### src/rtl/sp_pkg.sv
package sp_pkg;
  parameter int unsigned OUT_AW = 7;
  parameter int unsigned IN_AW  = 6;
  parameter int unsigned WORD_W = OUT_AW + IN_AW;

  typedef struct packed {
    logic [OUT_AW-1:0] oaddr;
    logic [IN_AW-1:0]  isel;
  } prog_word_t;
endpackage

### src/rtl/sp_shifter.sv
module sp_shifter #(
  parameter int unsigned W    = sp_pkg::WORD_W,
  parameter int unsigned CAPW = sp_pkg::IN_AW
) (
  input  logic            clk_i,
  input  logic            rst_ni,
  input  logic            sdin_i,
  input  logic            cap_i,
  input  logic [CAPW-1:0] cap_data_i,
  output logic [W-1:0]    next_o,
  output logic [W-1:0]    sr_o
);
  logic [W-1:0] sr_q;
  logic [W-1:0] sr_d;

  assign next_o = {sr_q[W-2:0], sdin_i};

  always_comb begin
    sr_d = next_o;
    // capture overwrites the dummy positions in place
    if (cap_i) sr_d[CAPW-1:0] = cap_data_i;
  end

  always_ff @(posedge clk_i or negedge rst_ni) begin
    if (!rst_ni) sr_q <= '0;
    else         sr_q <= sr_d;
  end

  assign sr_o = sr_q;

  a_r2_shift_in: assert property (@(posedge clk_i) disable iff (!rst_ni)
    $past(rst_ni) && !$past(cap_i) |-> sr_q[0] == $past(sdin_i));

  a_r7_capture: assert property (@(posedge clk_i) disable iff (!rst_ni)
    $past(rst_ni) && $past(cap_i) |->
      (sr_q[CAPW-1:0] == $past(cap_data_i)) &&
      (sr_q[W-1:CAPW] == $past(sr_q[W-2:CAPW-1])));
endmodule

### src/rtl/sp_cmd_arb.sv
module sp_cmd_arb #(
  parameter bit READ_WINS = 1'b1
) (
  input  logic load_i,
  input  logic read_i,
  output logic wr_en_o,
  output logic cap_o
);
  generate
    if (READ_WINS) begin : g_read_wins
      assign cap_o   = read_i;
      assign wr_en_o = load_i & ~read_i;
    end else begin : g_load_wins
      assign wr_en_o = load_i;
      assign cap_o   = read_i & ~load_i;
    end
  endgenerate
endmodule

### src/rtl/sp_wr_port.sv
module sp_wr_port #(
  parameter int unsigned AW = sp_pkg::OUT_AW,
  parameter int unsigned DW = sp_pkg::IN_AW,
  localparam int unsigned WW = AW + DW
) (
  input  logic          clk_i,
  input  logic          rst_ni,
  input  logic          wr_en_i,
  input  logic [WW-1:0] word_i,
  output logic          wr_stb_o,
  output logic [AW-1:0] wr_addr_o,
  output logic [DW-1:0] wr_data_o
);
  always_ff @(posedge clk_i or negedge rst_ni) begin
    if (!rst_ni) begin
      wr_stb_o  <= 1'b0;
      wr_addr_o <= '0;
      wr_data_o <= '0;
    end else begin
      wr_stb_o <= wr_en_i;
      if (wr_en_i) begin
        wr_addr_o <= word_i[WW-1:DW];
        wr_data_o <= word_i[DW-1:0];
      end
    end
  end

  a_r3_write_word: assert property (@(posedge clk_i) disable iff (!rst_ni)
    $past(rst_ni) && $past(wr_en_i) |->
      wr_stb_o && wr_addr_o == $past(word_i[WW-1:DW]) && wr_data_o == $past(word_i[DW-1:0]));

  a_r4_single_pulse: assert property (@(posedge clk_i) disable iff (!rst_ni)
    $past(rst_ni) && wr_stb_o |-> $past(wr_en_i));
endmodule

### src/rtl/sp_serial_port.sv
module sp_serial_port
  import sp_pkg::*;
#(
  parameter int unsigned OAW = OUT_AW,
  parameter int unsigned IAW = IN_AW,
  localparam int unsigned WW = OAW + IAW
) (
  input  logic           clk_i,
  input  logic           rst_ni,
  input  logic           sdin_i,
  input  logic           load_i,
  input  logic           read_i,
  input  logic [IAW-1:0] rd_data_i,
  output logic           wr_stb_o,
  output logic [OAW-1:0] wr_addr_o,
  output logic [IAW-1:0] wr_data_o,
  output logic           rd_req_o,
  output logic [OAW-1:0] rd_addr_o,
  output logic           sdout_o
);
  logic          wr_en;
  logic          cap;
  logic [WW-1:0] next_word;
  logic [WW-1:0] sr;

  sp_cmd_arb #(.READ_WINS(1'b1)) u_arb (
    .load_i (load_i),
    .read_i (read_i),
    .wr_en_o(wr_en),
    .cap_o  (cap)
  );

  sp_shifter #(.W(WW), .CAPW(IAW)) u_shift (
    .clk_i     (clk_i),
    .rst_ni    (rst_ni),
    .sdin_i    (sdin_i),
    .cap_i     (cap),
    .cap_data_i(rd_data_i),
    .next_o    (next_word),
    .sr_o      (sr)
  );

  sp_wr_port #(.AW(OAW), .DW(IAW)) u_wr (
    .clk_i    (clk_i),
    .rst_ni   (rst_ni),
    .wr_en_i  (wr_en),
    .word_i   (next_word),
    .wr_stb_o (wr_stb_o),
    .wr_addr_o(wr_addr_o),
    .wr_data_o(wr_data_o)
  );

  // the address sits one position below its final place until the capture edge
  assign rd_req_o  = cap;
  assign rd_addr_o = sr[WW-2:IAW-1];
  assign sdout_o   = sr[WW-1];

  a_r5_read_priority: assert property (@(posedge clk_i) disable iff (!rst_ni)
    $past(rst_ni) && $past(read_i) |-> !wr_stb_o);

  a_r8_sdout_delay: assert property (@(posedge clk_i) disable iff (!rst_ni)
    $past(rst_ni) && !$past(read_i) |-> sdout_o == $past(sr[WW-2]));
endmodule

### config.mk
export PLATFORM = sky130hd
export DESIGN_NAME = sp_serial_port
export DESIGN_NICKNAME = d
export VERILOG_FILES = /design/src/rtl/sp_pkg.sv /design/src/rtl/sp_shifter.sv /design/src/rtl/sp_cmd_arb.sv /design/src/rtl/sp_wr_port.sv /design/src/rtl/sp_serial_port.sv
export SDC_FILE = /design/constraint.sdc
export NUM_CORES = 1
export LEC_CHECK = 0
export CAP_MARGIN = 20
export CORE_MARGIN = 2
export CORE_UTILIZATION = 44
export DETAILED_ROUTE_END_ITERATION = 12
export GPL_ROUTABILITY_DRIVEN = 0
export GPL_TIMING_DRIVEN = 0
export PLACE_DENSITY = 0.77
export RECOVER_POWER = 100
export SYNTH_ARGS = -nofsm -noshare
export SYNTH_HDL_FRONTEND = slang
export SYNTH_SLANG_ARGS = --single-unit
export TNS_END_PERCENT = 30
### constraint.sdc
create_clock -name clk_i -period 0.9 [get_ports clk_i]
set_input_delay 0.18 -clock clk_i [delete_from_list [all_inputs] [get_ports clk_i]]
set_output_delay 0.18 -clock clk_i [all_outputs]
set_load 0.005 [all_outputs]
==> summary.txt <==
Post-synth top flop - dfrtp_1
clock latency on the worst-skew pair - 0.30 ns
routed vias/inst - 4.50
clock buffer depth - 2
Die H - 52.6 um
unrepaired setup endpoints after global routing - yes
Synth Area in Compound Gates - 0
Setup CP Type - register to output pin
worst slew pin tran - 0.761 ns
Reg clk slew, reported paths - 0.13 ns
Post-route DRC - 0
I/O pin cnt - 34
1st-pass router iterations - 2
Sequential Power Share - 0.552
total wire length - 1710 um
Critical Path RT - 0.72 ns
warnings from Yosys - 0
Gate power share - 0.265
antenna viol nets, final - 0
clock sink count - 27
Synth cell types - 7
CTS tree - yes
Layout area overhead - 42.1%
power per cell area - 1810 mW/mm^2
row count - 17
Peak VDD IR - 1080 uV
Final Non-Filler Cells - 137
portion of netlist area occupied by mux cells - 0.238
XOR/XNOR share of the synthesized area - 0
Syn Nets - 69
Iteration-0 DRC Markers - 2
Final min period - 1.13 ns
Slew Limit Headroom - 0.493
Int Power - 2.05 mW
PnR worst setup slack - -0.231 ns
CTS Hold Bufs - 0
post-route core utilization - 0.662
initial antenna violation count - 0
NetSw - 0.619 mW
Final Hold Slack - -0.0995 ns
Hold Violations, Final - 14
die width - 52.6 um
Max Cap Violations - 0
status - finished with violations
Mean Syn Cell Area - 17.9 sq um
clock network power share - 0.183
Core Area - 0.00223 sq mm
main combinational cell family by area after synthesis - multiplexers
Synth Register Bits - 27
via count - 617
share of cells above drive strength 1 - 0.661
Worst Setup End Kind - output pin
CTS Root Cell - clkbuf_4
clock buffer count from CTS - 3
H-Tree Depth - 1
Final Net Count - 121
crit-path max FO - 2
Critical path origin - u_shift.sr_o[5]
placed cell count - 119
period utilisation layout - 1.26
Area contributors post-synth - dfrtp_1 (65%), mux2_4 (13%), mux2_2 (11%)
HPWL Detailed - 1200 um
top cells by count, synth - dfrtp_1 (27), mux2_2 (10), mux2_4 (9)
Starting Density - 0.466
post-synth top area share - 0.650
P_leak - 0.729 nW
total gr overflow - 0
post-synthesis sequential area ratio - 0.650
Die ar. - 0.00277 sq mm
Worst R2R Path Depth - 3
multi-input logic area - 265 sq um
cells after synthesis - 58
WP data arrival - 0.95 ns
wire length per cell - 12.5 um
max frequency - 884 MHz
Worst Hold Class - input pin to async pin
r2r endpoint - u_wr.wr_addr_o[3]
RR Startpoint - u_wr.wr_addr_o[3]
Inserted Diodes - 0
Worst Skew - 0.00235 ns
GRT Total Usage - 0.138
vias in the first global route - 649
Post-synth EDFFs - 0
largest net degree at the start of global routing - 16
register area - 676 sq um
post-synthesis adder-cell area fraction - 0
Synth area leader - dfrtp_1
top-count cell post-synth - dfrtp_1
first-pass GRT wire length - 2770 um
layout filler cell count - 168
Synth Area in Simple Gates - 0.0132
Cell Area, Synth - 0.00104 sq mm
Post-Place Worst Slack - -0.576 ns
failing checks - hold timing, setup timing
reg-to-reg slack, setup - -0.10 ns
CP Launch Type - register
max-slew violations - 0
Setup Viol. Count Final - 33
Post-synth ARST share - 1.00
switching portion of total power - 0.232
port buffer count - 32
==> kinds of logic (layout without fill, tap and decap cells) <==
group / count (synthesis) / count (layout)
simple gates: 1 / 1
buf+inv: 11 / 62
flops: 27 / 27
mux: 19 / 19
==> cell type report <==
| cell class | count | area share |
|---|---|---|
| Buffer | 11 | 0.0796 |
| Timing Repair Buffer | 47 | 0.242 |
| Tap cell | 28 | 0.0237 |
| Multi-Input combinational cell | 20 | 0.180 |
| Sequential cell | 27 | 0.457 |
| Clock buffer | 4 | 0.0178 |
==> metal layers <==
layer | vias up | share of wire | track usage
li1 | 287 | - | -
met5 | - | 0 | 0
met2 | 27 | 0.50 | 0.244
met4 | 0 | 0 | 0.0256
met1 | 303 | 0.43 | 0.174
met3 | 0 | 0.074 | 0.0286
==> how the worst max path moves through the flow <==
stage,endpoint,depth (start not counted)
after detailed placement,u_wr.wr_addr_o[4],5
final,rd_addr_o[0],2
after floorplan,u_wr.wr_addr_o[2],5
after global placement,u_wr.wr_data_o[5],1
after CTS,rd_addr_o[0],2
after global routing,rd_addr_o[3],2
==> metrics by stage <==
step / TNS (ns) / total power, mW / hold WS [ns] / instance area, sq um
finish: -4.58 / 2.67 / -0.0995 / 1480
global route: -5.96 / 2.83 / -0.0339 / 1480
CTS: -4.39 / 2.74 / 0.141 / 1550
detailed placement: -17.32 / 2.18 / 0.387 / 1410
global placement: -28.71 / 2.16 / 0.383 / 1400
floorplan: -1.49 / 1.77 / -0.116 / 1040
==> power by group through the flow <==
stage | clock [mW] | sequential (mW) | combinational [mW]
final | 0.490 | 1.48 | 0.707
after global routing | 0.568 | 1.50 | 0.762
after CTS | 0.510 | 1.48 | 0.753
after detailed placement | 0 | 1.50 | 0.675
after global placement | 0 | 1.50 | 0.655
after floorplan | 0 | 1.50 | 0.269
==> repair_timing <==
action | in CTS | in global routing
endpoints found under the setup margin | 36 | 42
setup buffers | 12 | 2
endpoints found under the hold margin | 0 | 14
resized for setup | 80 | 15
==> state kept, by name, summed over array words and instances (netlist names) <==
register        cells
u_wr.wr_addr_o      7
u_shift.sr_o       13
u_wr.wr_data_o      6
u_wr.wr_stb_o       1
==> cells in the final DEF (no fill, tap or decap), drive strengths merged <==
cell and count:
buf 28, dfrtp 27, clkbuf 26, mux2 19, clkdlybuf4s50 6, nor2b 1, dlygate4sd2 1, dlygate4sd3 1
==> worst max-delay path, stage by stage, from the launching register on <==
cell and delay, ns:
dfrtp_1 0.42, buf_6 0.12, buf_6 0.10
Power figures use the tool's default switching activity.
